==> config.mk <==
export PLATFORM = sky130hd
export DESIGN_NAME = addr_window_decoder
export DESIGN_NICKNAME = d
export VERILOG_FILES = /design/src/rtl/addr_window_decoder.sv
export SDC_FILE = /design/constraint.sdc
export NUM_CORES = 1
export LEC_CHECK = 0
export ABC_AREA = 1
export BUFFER_PORTS_ARGS = -buffer_cell sky130_fd_sc_hd__clkbuf_2
export CAP_MARGIN = 30
export CORE_UTILIZATION = 55
export CTS_BUF_LIST = sky130_fd_sc_hd__clkbuf_4 sky130_fd_sc_hd__clkbuf_8
export DETAILED_ROUTE_END_ITERATION = 10
export GPL_ROUTABILITY_DRIVEN = 0
export PLACE_DENSITY = 0.81
export SYNTH_ARGS = -nofsm -noshare
export SYNTH_HDL_FRONTEND = slang
export SYNTH_SLANG_ARGS = --single-unit
==> constraint.sdc <==
create_clock -name clk -period 3 [get_ports clk]
set_input_delay 0.75 -clock clk [delete_from_list [all_inputs] [get_ports clk]]
set_output_delay 0.75 -clock clk [all_outputs]
set_load 0.02 [all_outputs]
==> src/rtl/addr_window_decoder.sv <==
module addr_window_decoder #(
  parameter int NUM_WIN = 5,
  parameter int ADDR_W  = 32,
  parameter int GRAN_W  = 16,
  parameter int TGT_W   = 4,
  localparam int FIELD_W = ADDR_W - GRAN_W,
  localparam int IDX_W   = $clog2(NUM_WIN)
) (
  input  logic               clk,
  input  logic               rst,
  input  logic               reg_we,
  input  logic [IDX_W-1:0]   reg_win,
  input  logic [1:0]         reg_sel,
  input  logic [FIELD_W-1:0] reg_wdata,
  output logic [FIELD_W-1:0] reg_rdata,
  input  logic               lk_valid,
  input  logic [ADDR_W-1:0]  lk_addr,
  output logic               res_valid,
  output logic               res_hit,
  output logic               res_miss,
  output logic [TGT_W-1:0]   res_target,
  output logic [IDX_W-1:0]   res_win,
  output logic [ADDR_W-1:0]  res_addr
);

  logic [NUM_WIN-1:0]  win_en;
  logic [TGT_W-1:0]    win_tgt   [NUM_WIN];
  logic [FIELD_W-1:0]  win_base  [NUM_WIN];
  logic [FIELD_W-1:0]  win_size  [NUM_WIN];
  logic [FIELD_W-1:0]  win_remap [NUM_WIN];
  logic [NUM_WIN-1:0]  hit_vec;

  wire [FIELD_W-1:0] addr_hi = lk_addr[ADDR_W-1:GRAN_W];

  for (genvar i = 0; i < NUM_WIN; i++) begin : g_win
    always_ff @(posedge clk) begin
      if (rst) begin
        win_en[i]    <= 1'b0;
        win_tgt[i]   <= '0;
        win_base[i]  <= '0;
        win_size[i]  <= '0;
        win_remap[i] <= '0;
      end else if (reg_we && reg_win == IDX_W'(i)) begin
        case (reg_sel)
          2'd0: begin
            win_en[i]  <= reg_wdata[0];
            win_tgt[i] <= reg_wdata[4 +: TGT_W];
          end
          2'd1: win_base[i]  <= reg_wdata;
          2'd2: win_size[i]  <= reg_wdata;
          default: win_remap[i] <= reg_wdata;
        endcase
      end
    end

    assign hit_vec[i] = win_en[i] &&
      ((addr_hi & ~win_size[i]) == (win_base[i] & ~win_size[i]));
  end

  logic [IDX_W-1:0] sel_idx;
  always_comb begin
    sel_idx = '0;
    for (int i = NUM_WIN - 1; i >= 0; i--)
      if (hit_vec[i]) sel_idx = IDX_W'(i);
  end

  wire any_hit = |hit_vec;
  wire [FIELD_W-1:0] sel_size = win_size[sel_idx];
  wire [FIELD_W-1:0] xl_hi = (win_remap[sel_idx] & ~sel_size) | (addr_hi & sel_size);

  always_comb begin
    reg_rdata = '0;
    if (reg_win < IDX_W'(NUM_WIN)) begin
      case (reg_sel)
        2'd0: begin
          reg_rdata[0] = win_en[reg_win];
          reg_rdata[4 +: TGT_W] = win_tgt[reg_win];
        end
        2'd1: reg_rdata = win_base[reg_win];
        2'd2: reg_rdata = win_size[reg_win];
        default: reg_rdata = win_remap[reg_win];
      endcase
    end
  end

  always_ff @(posedge clk) begin
    if (rst) begin
      res_valid  <= 1'b0;
      res_hit    <= 1'b0;
      res_miss   <= 1'b0;
      res_target <= '0;
      res_win    <= '0;
      res_addr   <= '0;
    end else begin
      res_valid <= lk_valid;
      if (lk_valid) begin
        res_hit    <= any_hit;
        res_miss   <= !any_hit;
        res_target <= any_hit ? win_tgt[sel_idx] : '1;
        res_win    <= any_hit ? sel_idx : '0;
        res_addr   <= any_hit ? {xl_hi, lk_addr[GRAN_W-1:0]} : lk_addr;
      end
    end
  end


  valid_follows_chk: assert property (@(posedge clk) disable iff (rst)
    lk_valid |=> res_valid);

  valid_idle_chk: assert property (@(posedge clk) disable iff (rst)
    !lk_valid |=> !res_valid);

  hit_miss_excl_chk: assert property (@(posedge clk) disable iff (rst)
    res_valid |-> (res_hit != res_miss));

  miss_pass_chk: assert property (@(posedge clk) disable iff (rst)
    (res_valid && res_miss) |-> (res_target == '1 && res_addr == $past(lk_addr)));

  offset_keep_chk: assert property (@(posedge clk) disable iff (rst)
    res_valid |-> (res_addr[GRAN_W-1:0] == $past(lk_addr[GRAN_W-1:0])));

  disabled_no_hit_chk: assert property (@(posedge clk) disable iff (rst)
    (res_valid && res_hit) |-> (($past(win_en) & (NUM_WIN'(1) << res_win)) != '0));

endmodule

# Word level (Yosys, flattened, before mapping)

Memories as Yosys holds them, arrays and structs flattened.
Index checks and enable logic that the tools add are counted.
W data, S select, Z words.

Order comparisons: 2
Eq/ne operators: 11
Multiplexer cells: 101
Bitwise gates (word level): 39
Reductions and logical operators: 20

Operators by type and width:

| operator             | count |
|---|---|
| $mux W16             | 16 |
| $and A16 B16 Y16     | 12 |
| $not A16 Y16         | 6 |
| $eq A16 B16 Y1       | 5 |
| $mux W1              | 67 |
| $mux W32             | 1 |
| $mux W4              | 6 |
| $pmux W8 S3          | 1 |
| $or A1 B1 Y1         | 20 |
| $mux W3              | 6 |
| $or A16 B16 Y16      | 1 |
| $pmux W4 S3          | 1 |
| $logic_and A1 B1 Y1  | 10 |
| $reduce_and A2 Y1    | 5 |
| $pmux W3 S3          | 1 |
| $eq A3 B2 Y1 const B | 2 |
| $reduce_or A5 Y1     | 1 |
| $lt A3 B4 Y1 const B | 1 |
| $bmux W1 S3          | 1 |
| $eq A3 B1 Y1 const B | 1 |
| $eq A3 B3 Y1 const B | 1 |
| $logic_not A3 Y1     | 1 |
| $lt A3 B3 Y1 const B | 1 |
| $pmux W1 S3          | 1 |
| other kinds (5)      | 5 |

Register bits after elaboration: 47
RAM bits: 260
Input port bits: 57
Logic and storage cells: 188
Memories kept: 4

Memories:

| memory    | depth | width | rd ports | clocked after Yosys merged registers in | wr ports | RTL line | RTL |
|---|---|---|---|---|---|---|---|
| win_base  | 5     | 16    | 6        | 0                                       | 5        | 28       | `logic [FIELD_W-1:0] win_base [NUM_WIN];` |
| win_remap | 5     | 16    | 2        | 0                                       | 5        | 30       | `logic [FIELD_W-1:0] win_remap [NUM_WIN];` |
| win_size  | 5     | 16    | 7        | 0                                       | 5        | 29       | `logic [FIELD_W-1:0] win_size [NUM_WIN];` |
| win_tgt   | 5     | 4     | 2        | 0                                       | 5        | 27       | `logic [TGT_W-1:0] win_tgt [NUM_WIN];` |

# Longest topological paths before layout

An unclocked memory read counts as a cell.

Word-level depth: 14
Mapped depth: 20

# Worst setup path before layout

OpenSTA, ideal clock, no wires.

Path kind: in2reg
From: input reg_win[0]
To: memory win_base[4][0] (netlist name), enable pin
Setup time: 411 ps
Data arrival time: 2746 ps
Slack: -157 ps
Stages on the path: 7
Buffers on the path: 0
Cell sequence: nor2_1 clkinv_1 nor2_1 inv_1 nor2_1 inv_1 o21ai_0

RTL lines:

| what               | RTL line | RTL |
|---|---|---|
| start: declaration | 12       | `input logic [IDX_W-1:0] reg_win,` |
| end: declaration   | 28       |  |

# Final worst setup path

From: input reg_win[0]
To: output reg_rdata[2]

Longest elaborated chain between the ends: 3
Elaborated cells on any way between the ends: 6
Classes of those cells: order compare: 1; mux: 2; memory: 3

RTL lines:

| what                                     | RTL line | RTL |
|---|---|---|
| $mem_v2 Z5 W16, on equally long branches | --       |  |
| $pmux W3 S3                              | 74       | `case (reg_sel)` |
| $mux W16 *                               | 73       | `if (reg_win < IDX_W'(NUM_WIN)) begin` |
| end: declaration                         | 15       | `output logic [FIELD_W-1:0] reg_rdata,` |

Mark *: on every way between the ends. The rest lies on a longest branch, timed or not.

==> impl_results.md <==
* Status: finished with violations
* Failing checks: setup timing
* CP max stage cell: nor3_2
* Critical Path, Cell by Cell: clkbuf_16, nand2_4, buf_12, buf_4, o22ai_1, nor3_2, o21ai_1, o21ai_1, buf_4, inv_1, clkbuf_2
* GRT Total Usage at 0.413
* RSZ-0062 raised after global routing: yes
* Fin Hold WS at 0.370 ns
* Slew Limit Headroom at 0.308
* Min Clock Period, post-route at 3.28 ns
* Actual slew at the worst max-slew pin at a little over 1 ns
* Core Rows at 63
* Peak supply drop at approximately 380 uV
* Die area at 30800 sq um
* Main synth FF type: edfxtp_1
* Async S/R FF share, synth at 0
* Pre-CTS setup slack at -0.487 ns
* Total clock sinks at 307
* Detailed Route WL at approximately 65 mm
* Critical path buffer and inverter count at 6
* Clock Latency Late Sink at 0.60 ns
* CP Capture Type: output pin
* ANT nets after route at 0
* Period utilization at 1.09
* Setup ws final at -0.283 ns
* Post-synth EDFFs at 260
* Post-CTS Hold Buffers at 0
* Max incr delay on CP at 0.53 ns
* Initial antenna violation count at 1
* Reg2reg setup slack at ~0.09 ns
* 1st-pass router iterations at 8
* Syn Inst Count at about 2000
* Skew final at 0.0204 ns
* Post-synth top area share at 0.472
* Clk slew on worst S/H paths at 0.06 ns
* Synth cell count leaders: 370 x nor2_1, 324 x nand2_1, 260 x edfxtp_1, 232 x nand3_1, 227 x inv_1
* Final Hold Violating Endpoints at 0
* Leak pwr at 0.00896 uW
* Worst path top cell family by delay: buffers and inverters
* Top-count cell post-synth: nor2_1
* DRC viols at 0
* Initial Util at 0.559
* TritonCTS Buffers at 52
* Post-Syn Nets at ~2100
* Cell taking the most area after synthesis: edfxtp_1
* H-tree depth at 2
* CP Class: input pin to output pin
* Nets at 2320
* Routed wire per std cell at 24.2 microns
* PortBufs at 114
* Max-slew violations at 0
* Crit path DAT at 2.53 ns
* Final setup viols at 9
* TritonCTS clock tree: built
* I/O pin count at roughly 120
* PwrDens at 517 nW/um^2
* First-pass GRT wire length at between 90 and 100 mm
* Vias per inst at 6.53
* Core region area at ~30000 sq um
* Layout area overhead at 24.4%
* Final setup TNS at -0.818 ns
* Post-synthesis sequential area ratio at 0.528
* Crit-path max FO at 7
* Synthesized area per cell at 8.12 sq um
* Largest net degree at the start of global routing at 52
* Synth top area cells: edfxtp_1 47%, nor2_1 8.4%, nand2_1 7.3%, nand3_1 7.0%, dfxtp_1 5.7%
* Longest Clk Path Bufs at 3
* Die height at between 150 and 200 microns
* Critical Path Start Type: input pin
* Synthesized area at 16600 sq um
* Post-synthesis cell type count at 41
* Max-Cap Viols at 0
* GR Overflow Total at 0
* Worst Hold Class: input pin to register
* Die extent in x at ~180 microns
* Share of cells above drive strength 1 at 0.217
* Number of synthesized register bits at ~310
* Root Buffer: clkbuf_8
* HPWL Detailed at 43.2 mm
* Via count at 17600
* Required time of the critical path at ~2.3 ns
* DRT iter0 DRCs at 3931
* Yosys warns at 0
* Fmax at 305 MHz
* Total Power at 10700 uW
* Vias in the first global route at approximately 16000
metrics by stage:
step | util | area [sq um] | cells
detailed placement | 0.630 | 18700 | 2581
global placement | 0.630 | 18700 | 2581
global route | 0.695 | 20600 | 2696
floorplan | - | 16600 | 2038
CTS | 0.679 | 20100 | 2687
finish | 0.695 | 20600 | 2697
final timing paths:
path / from / endpoint / depth (start not counted)
max: reg_win[0] / reg_rdata[2] / 11
max reg2reg: win_base[3][5]$_SDFFCE_PN0P_ / res_addr[27]$_SDFFE_PP0P_ / 16
min: lk_addr[7] / res_addr[7]$_SDFFE_PP0P_ / 3
min reg2reg: res_addr[23]$_SDFFE_PP0P_ / res_addr[23]$_SDFFE_PP0P_ / 2
registers in the layout (all words and copies together) (netlist names), 3 cells and up:
name	count
win_base	80
win_remap	80
win_size	80
res_addr	32
win_tgt	20
win_en	5
res_target	4
res_win	3
report_power, final:
part / internal [uW] / switching, uW / leakage (uW)
logic: 540 / 1030 / 0.00551
registers: 4860 / 168 / 0.00287
clock network: 2260 / 1790 / 0.000583
routing by layer:
metal  track usage  vias up  share of wire
met5       0.00481        -        0.00058
met4         0.299        2          0.095
met3         0.127      571           0.16
met2         0.618     1764           0.42
met1         0.505     7939           0.33
li1              -     7341              -
logic make-up (layout without fill, tap and decap cells):
family,count (synthesis),count (layout),share of synthesized area
buffers and inverters,380,648,0.0905
DFF,307,307,0.528
and+or+nand+nor,982,982,0.251
AOI/OAI and AO/OA,363,363,0.127
other,0,1,0
xor gates and xnor gates,6,6,0.00317
cell type report:
type / instances / area, sq um
diodes: 1 / 2.50
multi-input cells: 1351 / 6780
flip-flops and latches: 307 / 8750
inverters: 247 / 946
well taps: 390 / 488
fillers: 2187 / 9040
clock buffers: 73 / 930
clock inverters: 24 / 195
repair buffers: 304 / 2510
worst min-delay path, stage by stage:
cell,delay [ns]
clkbuf_2,0.07
nor2_1,0.03
nor2_1,0.08
what timing repair did:
item,4_1_cts,5_1_grt
setup endpoints to repair,16,25
pin swaps,13,36
buffers inserted,8,9
gates cloned,1,2
resized for setup,61,106
cell usage in the layout, fill, tap and decap left out, types with 5 or more instances in the layout:
cell type | synthesis | layout
clkbuf_4 | 0 | 13
o22ai_1 | 47 | 41
xnor2_1 | 5 | 5
nand3_2 | 4 | 8
nor2_2 | 3 | 5
o21ai_2 | 1 | 14
clkinv_2 | 0 | 5
nand3_1 | 232 | 228
edfxtp_1 | 260 | 260
nor2_1 | 370 | 364
dfxtp_1 | 47 | 47
a221oi_1 | 18 | 9
nand4_1 | 9 | 9
buf_12 | 0 | 26
clkinv_1 | 4 | 15
nor3_2 | 1 | 5
nand3b_1 | 21 | 21
a221oi_2 | 0 | 8
o21ai_0 | 120 | 81
o2111ai_1 | 18 | 16
o22ai_2 | 0 | 5
buf_4 | 3 | 154
inv_1 | 227 | 214
nor3_1 | 11 | 7
clkbuf_8 | 0 | 63
nand2_1 | 324 | 318
a21oi_1 | 107 | 99
nand2_2 | 2 | 6
inv_2 | 16 | 27
clkbuf_2 | 0 | 100
o211ai_1 | 5 | 5
buf_6 | 4 | 11
a21oi_2 | 0 | 5
o21ai_1 | 23 | 49
(Power assumes the default switching activity.)
